[src/rtl/evTimerPkg.sv]
package evTimerPkg;
  localparam logic [2:0] ACT_OFF   = 3'd0;
  localparam logic [2:0] ACT_STEP  = 3'd4;
  localparam logic [2:0] ACT_FAULT = 3'd7;

  // strobes from control to datapath
  typedef struct packed {
    logic step;  // move the count by one this cycle
    logic down;  // direction of that move
  } ctrlStrobeT;
endpackage

[src/rtl/evTimerCtrl.sv]
module evTimerCtrl
  import evTimerPkg::*;
(
  input  logic       clk,
  input  logic       rstN,
  input  logic       enable,
  input  logic       dirSet,
  input  logic       dirClr,
  input  logic       ev0,
  input  logic       ev1,
  input  logic [2:0] act0,
  input  logic [2:0] act1,
  input  logic       faultClr,
  output ctrlStrobeT stb,
  output logic       faultActive
);
  logic dirDown;
  logic faultQ;
  logic faultEvt;
  logic incSel;
  logic decSel;
  logic upEv;
  logic dnEv;
  logic freeze;

  // decode the action selects
  always_comb begin
    faultEvt = (ev0 && act0 == ACT_FAULT) || (ev1 && act1 == ACT_FAULT);
    incSel   = (act0 == ACT_STEP);
    decSel   = (act1 == ACT_STEP);
    upEv     = incSel && ev0;
    dnEv     = decSel && ev1;
    freeze   = faultQ || faultEvt;
  end

  // pick the step for the datapath
  always_comb begin
    stb = '0;
    if (!freeze && enable) begin
      if (incSel || decSel) begin
        stb.step = upEv ^ dnEv;
        stb.down = dnEv;
      end else begin
        stb.step = 1'b1;
        stb.down = dirDown;
      end
    end
  end

  // direction bit: set strobe has priority
  always_ff @(posedge clk or negedge rstN) begin
    if (!rstN)        dirDown <= 1'b0;
    else if (dirSet)  dirDown <= 1'b1;
    else if (dirClr)  dirDown <= 1'b0;
  end

  // fault latch: a new fault beats the clear
  always_ff @(posedge clk or negedge rstN) begin
    if (!rstN)         faultQ <= 1'b0;
    else if (faultEvt) faultQ <= 1'b1;
    else if (faultClr) faultQ <= 1'b0;
  end

  assign faultActive = faultQ;
endmodule

[src/rtl/evTimerPath.sv]
module evTimerPath
  import evTimerPkg::*;
#(
  parameter int CNT_W = 8,
  parameter int CH_N  = 2
)(
  input  logic                  clk,
  input  logic                  rstN,
  input  ctrlStrobeT            stb,
  input  logic [CNT_W-1:0]      topVal,
  input  logic [CH_N*CNT_W-1:0] cmpVal,
  input  logic [CH_N-1:0]       ovrEn,
  input  logic [CH_N-1:0]       ovrVal,
  input  logic                  faultActive,
  output logic [CNT_W-1:0]      count,
  output logic                  ovf,
  output logic [CH_N-1:0]       chOut
);
  localparam logic [CNT_W-1:0] ONE = CNT_W'(1);

  logic [CNT_W-1:0] countQ;
  logic [CNT_W-1:0] nextCount;
  logic             atWrap;
  logic             ovfQ;

  always_comb begin
    if (stb.down) begin
      atWrap    = (countQ == '0);
      nextCount = atWrap ? topVal : countQ - ONE;
    end else begin
      atWrap    = (countQ >= topVal);
      nextCount = atWrap ? '0 : countQ + ONE;
    end
  end

  always_ff @(posedge clk or negedge rstN) begin
    if (!rstN) begin
      countQ <= '0;
      ovfQ   <= 1'b0;
    end else if (stb.step) begin
      countQ <= nextCount;
      ovfQ   <= atWrap;
    end else begin
      ovfQ   <= 1'b0;
    end
  end

  for (genvar i = 0; i < CH_N; i++) begin : gCh
    logic [CNT_W-1:0] cmpI;
    assign cmpI     = cmpVal[i*CNT_W +: CNT_W];
    assign chOut[i] = (faultActive && ovrEn[i]) ? ovrVal[i] : (countQ < cmpI);
  end

  assign count = countQ;
  assign ovf   = ovfQ;
endmodule

[src/rtl/evTimer.sv]
module evTimer
  import evTimerPkg::*;
#(
  parameter int CNT_W = 8,
  parameter int CH_N  = 2
)(
  input  logic                  clk,
  input  logic                  rstN,
  input  logic                  enable,
  input  logic                  dirSet,
  input  logic                  dirClr,
  input  logic                  ev0,
  input  logic                  ev1,
  input  logic [2:0]            act0,
  input  logic [2:0]            act1,
  input  logic                  faultClr,
  input  logic [CNT_W-1:0]      topVal,
  input  logic [CH_N*CNT_W-1:0] cmpVal,
  input  logic [CH_N-1:0]       ovrEn,
  input  logic [CH_N-1:0]       ovrVal,
  output logic [CNT_W-1:0]      count,
  output logic                  ovf,
  output logic                  faultActive,
  output logic [CH_N-1:0]       chOut
);
  ctrlStrobeT stb;

  evTimerCtrl uCtrl (
    .clk(clk), .rstN(rstN), .enable(enable), .dirSet(dirSet), .dirClr(dirClr),
    .ev0(ev0), .ev1(ev1), .act0(act0), .act1(act1), .faultClr(faultClr),
    .stb(stb), .faultActive(faultActive)
  );

  evTimerPath #(.CNT_W(CNT_W), .CH_N(CH_N)) uPath (
    .clk(clk), .rstN(rstN), .stb(stb), .topVal(topVal), .cmpVal(cmpVal),
    .ovrEn(ovrEn), .ovrVal(ovrVal), .faultActive(faultActive),
    .count(count), .ovf(ovf), .chOut(chOut)
  );
endmodule

[config.mk]
export PLATFORM = sky130hd
export DESIGN_NAME = evTimer
export DESIGN_NICKNAME = d
export VERILOG_FILES = /design/src/rtl/evTimerPkg.sv /design/src/rtl/evTimerCtrl.sv /design/src/rtl/evTimerPath.sv /design/src/rtl/evTimer.sv
export SDC_FILE = /design/constraint.sdc
export NUM_CORES = 1
export LEC_CHECK = 0
export ABC_AREA = 1
export ABC_CLOCK_PERIOD_IN_PS = 1900
export BUFFER_PORTS_ARGS = -buffer_cell sky130_fd_sc_hd__buf_4
export CAP_MARGIN = 10
export CORE_UTILIZATION = 50
export CTS_CLUSTER_DIAMETER = 50
export DETAILED_ROUTE_END_ITERATION = 8
export PLACE_DENSITY = 0.76
export RECOVER_POWER = 100
export SETUP_SLACK_MARGIN = 0.15
export SLEW_MARGIN = 25
export SYNTH_ARGS = -nofsm -noshare
export SYNTH_HDL_FRONTEND = slang
export SYNTH_SLANG_ARGS = --single-unit
[constraint.sdc]
create_clock -name clk -period 1.9 [get_ports clk]
set_input_delay 0 -clock clk [delete_from_list [all_inputs] [get_ports clk]]
set_output_delay 0 -clock clk [all_outputs]
set_load 0.03 [all_outputs]
==> impl_summary.log <==
INFO  metric initial_utilization = between 50% and 60%
INFO  metric crit_path_max_incr_delay = a little over 400 ps
INFO  metric detailedRoute.firstIterationViolations = 150
INFO  metric slew-limit-headroom = about three fifths
INFO  metric switching_portion_of_total_power = between 50% and 60%
INFO  metric worstRegToRegCells = 10
INFO  metric clk_pin_slew = about 70 ps
INFO  metric placedInstanceArea = around 2200 µm²
INFO  metric htree_num_levels = 1
INFO  metric insertion_delay = about 270 ps
INFO  metric initial_antenna_violation_count = 0
INFO  metric drc = 0
INFO  metric wl_per_cell = about 14 µm
INFO  metric fp.dieH = a little over 60 µm
INFO  metric grt_max_degree = 13
INFO  metric routed-via-count = approximately 2100
INFO  metric syn-cell-area = approximately 1700 µm²
INFO  metric flip_flop_and_latch_count_after_synthesis = 11
INFO  metric critPathMostFrequentCell = nand2_1
INFO  metric avgViaCountPerCell = between 5 and 6
INFO  metric critical_path.slowest_cell = dfrtp_1
INFO  metric chipWidth = 60.5 µm
INFO  metric mappedNetlistNets = 353
INFO  metric firstDrtPassIters = 6
INFO  metric grt_first_pass_wirelength = 7690 µm
INFO  metric cp-start-kind = flip-flop
INFO  metric arrival = 2000 ps
INFO  metric postSynthAreaPerCell = 5.98 µm²
INFO  metric finalClockSkew = 1.72 ps
INFO  metric layout.cells.non_filler = about 410
INFO  metric crit_path_cell_trace = clkbuf_1, ha_4, nand2_1, inv_1, nor2_2, o21a_2, nand2_1, nor2_4, nand2_2, a21oi_1
INFO  metric area_growth = 50.4%
INFO  metric timing.max_cap.violations = 0
INFO  metric r2r-end = uPath.count[1]$_DFFE_PN0P_
INFO  metric power_density = 1310 nW/µm²
INFO  metric leakage = approximately 0.0014 µW
INFO  metric post-route-util = about four fifths
INFO  metric fmax = 552 MHz
INFO  metric max_slew.worst_pin.slew = around 600 ps
INFO  metric crit_path_end_kind = flip-flop
INFO  metric path_delay_family = simple AND/OR/NAND/NOR gates
INFO  metric p_sw = between 1500 and 2000 µW
INFO  metric slew_violations = 0
INFO  metric grt_setup_unrepaired = true
INFO  metric setup-violations-final = 0
INFO  metric worst_r2r_startpoint = uPath.count[7]$_DFFE_PN0P_
INFO  metric seq_area_frac_synth = 16.1%
INFO  metric row_count = 20
INFO  metric stdcell_area = between 2000 and 3000 µm²
INFO  metric cts_inserted_buffers = 3
INFO  metric number_of_global_route_vias_before_repair = 1865
INFO  metric cell_chosen_for_the_clock_root = clkbuf_4
INFO  metric hold_violations = 0
INFO  metric layout_common_cells = nand2_1 (74), buf_4 (62), inv_1 (50)
INFO  metric cts.sink_count = 11
INFO  metric io_buffers = 53
INFO  metric setup_tns = 0 ps
INFO  metric netlist_instances = between 200 and 300
INFO  metric timing.setup.critical_path_class = flip-flop to flip-flop
INFO  metric ratio_of_cells_with_drive_above_1_in_the_final_layout = around 33%
INFO  metric most_common_cell_after_layout_fill_and_taps_aside = nand2_1
INFO  metric design.die.area = 3660 µm²
INFO  metric ff2ff_setup_slack = a little under 90 ps
INFO  metric clock_power_share = 4.8%
INFO  metric dp_cells = just under 400
INFO  metric core_box_area = about 3200 µm²
INFO  metric outcome = completed
INFO  metric timing.final.crit_period = around 1800 ps
INFO  metric comb_power_share = between 80% and 90%
INFO  metric cp.buffers_inverters = 2
INFO  metric layout_worst_path_cycle_share = between 90 and 100%
INFO  metric p_int = roughly 1600 µW
INFO  metric synth_cell_types = 24
INFO  metric antenna_violation_net_count_after_detailed_routing = 0
INFO  metric yosys_warnings = 0
INFO  metric dp_hpwl = ~3700 µm
INFO  metric final_net_count = around 440
INFO  metric antenna_cells_inserted = 0
INFO  metric worstPathRequired = between 2000 and 2500 ps
INFO  metric cts_tree = yes
INFO  metric total_length_of_routed_wires = between 5000 and 6000 µm
INFO  metric grt-ovfl-total = 0
INFO  metric worst_hold_path.endpoint = uCtrl.faultActive$_DFFE_PN0P_
INFO  metric hold_path_depth = 5
INFO  metric gp_weighted_congestion = 0.894
INFO  metric vdd_drop_max = roughly 0.00089 V
INFO  metric min_path_type = primary input to flip-flop
INFO  metric grt_usage = between 20% and 30%
INFO  metric power_frac_seq = between 10% and 20%
INFO  metric boundaryPins = 54
INFO  metric worstPathMaxFanout = 5
INFO  metric hold_start = ev0
INFO  metric clockBufferDepth = 2
[metrics by stage]
step | setup WS, ps | hold slack, ps | power, µW
finish | 87.6 | 73.1 | 3360
global route | 21.2 | 109 | 3600
CTS | 115 | 72.5 | 2870
detailed placement | 144 | -158 | 2460
global placement | 171 | -158 | 2430
floorplan | 167 | -296 | 1840
[cells by family (layout without fill, tap and decap cells)]
family                     Yosys count  after routing  synth area share (%)
and+or+nand+nor                    164            164                  41.7
buffers and inverters               60            142                  14.9
adders and majority gates           25             25                  18.3
AOI/OAI and AO/OA                   24             24                  7.91
DFF                                 11             11                  16.1
xor gates and xnor gates             2              2                  1.03
[cell usage after synthesis]
library cell	instances	area (µm²)
a211oi_1	3	22.5
nand3_2	2	20.0
dfrtp_1	11	275
o211ai_1	1	7.51
nand3b_1	1	7.51
nand2_4	1	11.3
nor3_1	2	10.0
inv_2	3	11.3
nand2_1	78	293
buf_6	4	45.0
nor2_2	3	18.8
o21ai_0	3	15.0
nand2_2	4	25.0
xor2_1	2	17.5
o21bai_1	1	7.51
o21a_1	1	7.51
nand4_1	6	37.5
nand3_1	19	95.1
inv_1	53	199
nor2_1	46	173
a21oi_1	13	65.1
o21ai_1	2	10.0
nor2_4	2	22.5
ha_1	25	313
[layer usage]
layer	GRT usage, %	vias up	share of wire [%]
met3	4.26	15	9.6
met5	0	-	0
li1	-	1059	-
met2	48.0	115	49
met4	15.3	0	2.0
met1	33.9	942	39
[sequential cells by signal, summed over array words and instances (netlist names)]
| signal | flops |
|---|---|
| uPath.count | 8 |
| uCtrl.dirDown | 1 |
| uCtrl.faultActive | 1 |
| uPath.ovf | 1 |
[repair_timing]
item | in CTS | in global routing
hold buffers | 4 | 0
buffers inserted | 8 | 9
gates resized for setup | 15 | 37
endpoints found under the setup margin | 5 | 11
hold endpoints to repair | 13 | 0
pin swaps | 2 | 16
[worst register-to-register path: stages (launching register included)]
cell and delay, ps:
dfrtp_1 410, clkbuf_1 200, ha_4 230, nand2_1 60, inv_1 40, nor2_2 90, o21a_2 220, nand2_1 120
nor2_4 160, nand2_2 70, a21oi_1 140
[area by class of cell]
class	count	area, µm²
clock inverters	1	5.00
repair buffers	82	619
fillers	224	583
inverters	56	218
clock buffers	3	22.5
flip-flops and latches	11	282
multi-input cells	215	1370
well taps	44	55.1
[power groups by stage]
stage,Sequential [µW],Combinational (µW),Clock (µW)
finish,476,2720,162
global route,481,2950,171
CTS,457,2250,164
detailed placement,491,1960,0
global placement,485,1950,0
floorplan,654,1180,0
[worst max-delay path by stage]
stage,from,endpoint,slack (ps),cells after the start
after global placement,uPath.count[3]$_DFFE_PN0P_,uPath.count[0]$_DFFE_PN0P_,170,8
after global routing,uPath.count[5]$_DFFE_PN0P_,chOut[1],20,8
final,uPath.count[7]$_DFFE_PN0P_,uPath.count[1]$_DFFE_PN0P_,90,10
after floorplan,uPath.count[3]$_DFFE_PN0P_,uPath.count[0]$_DFFE_PN0P_,170,8
after CTS,uPath.count[7]$_DFFE_PN0P_,chOut[0],120,8
after detailed placement,uPath.count[0]$_DFFE_PN0P_,uPath.count[2]$_DFFE_PN0P_,140,11
Power figures use the tool's default switching activity.
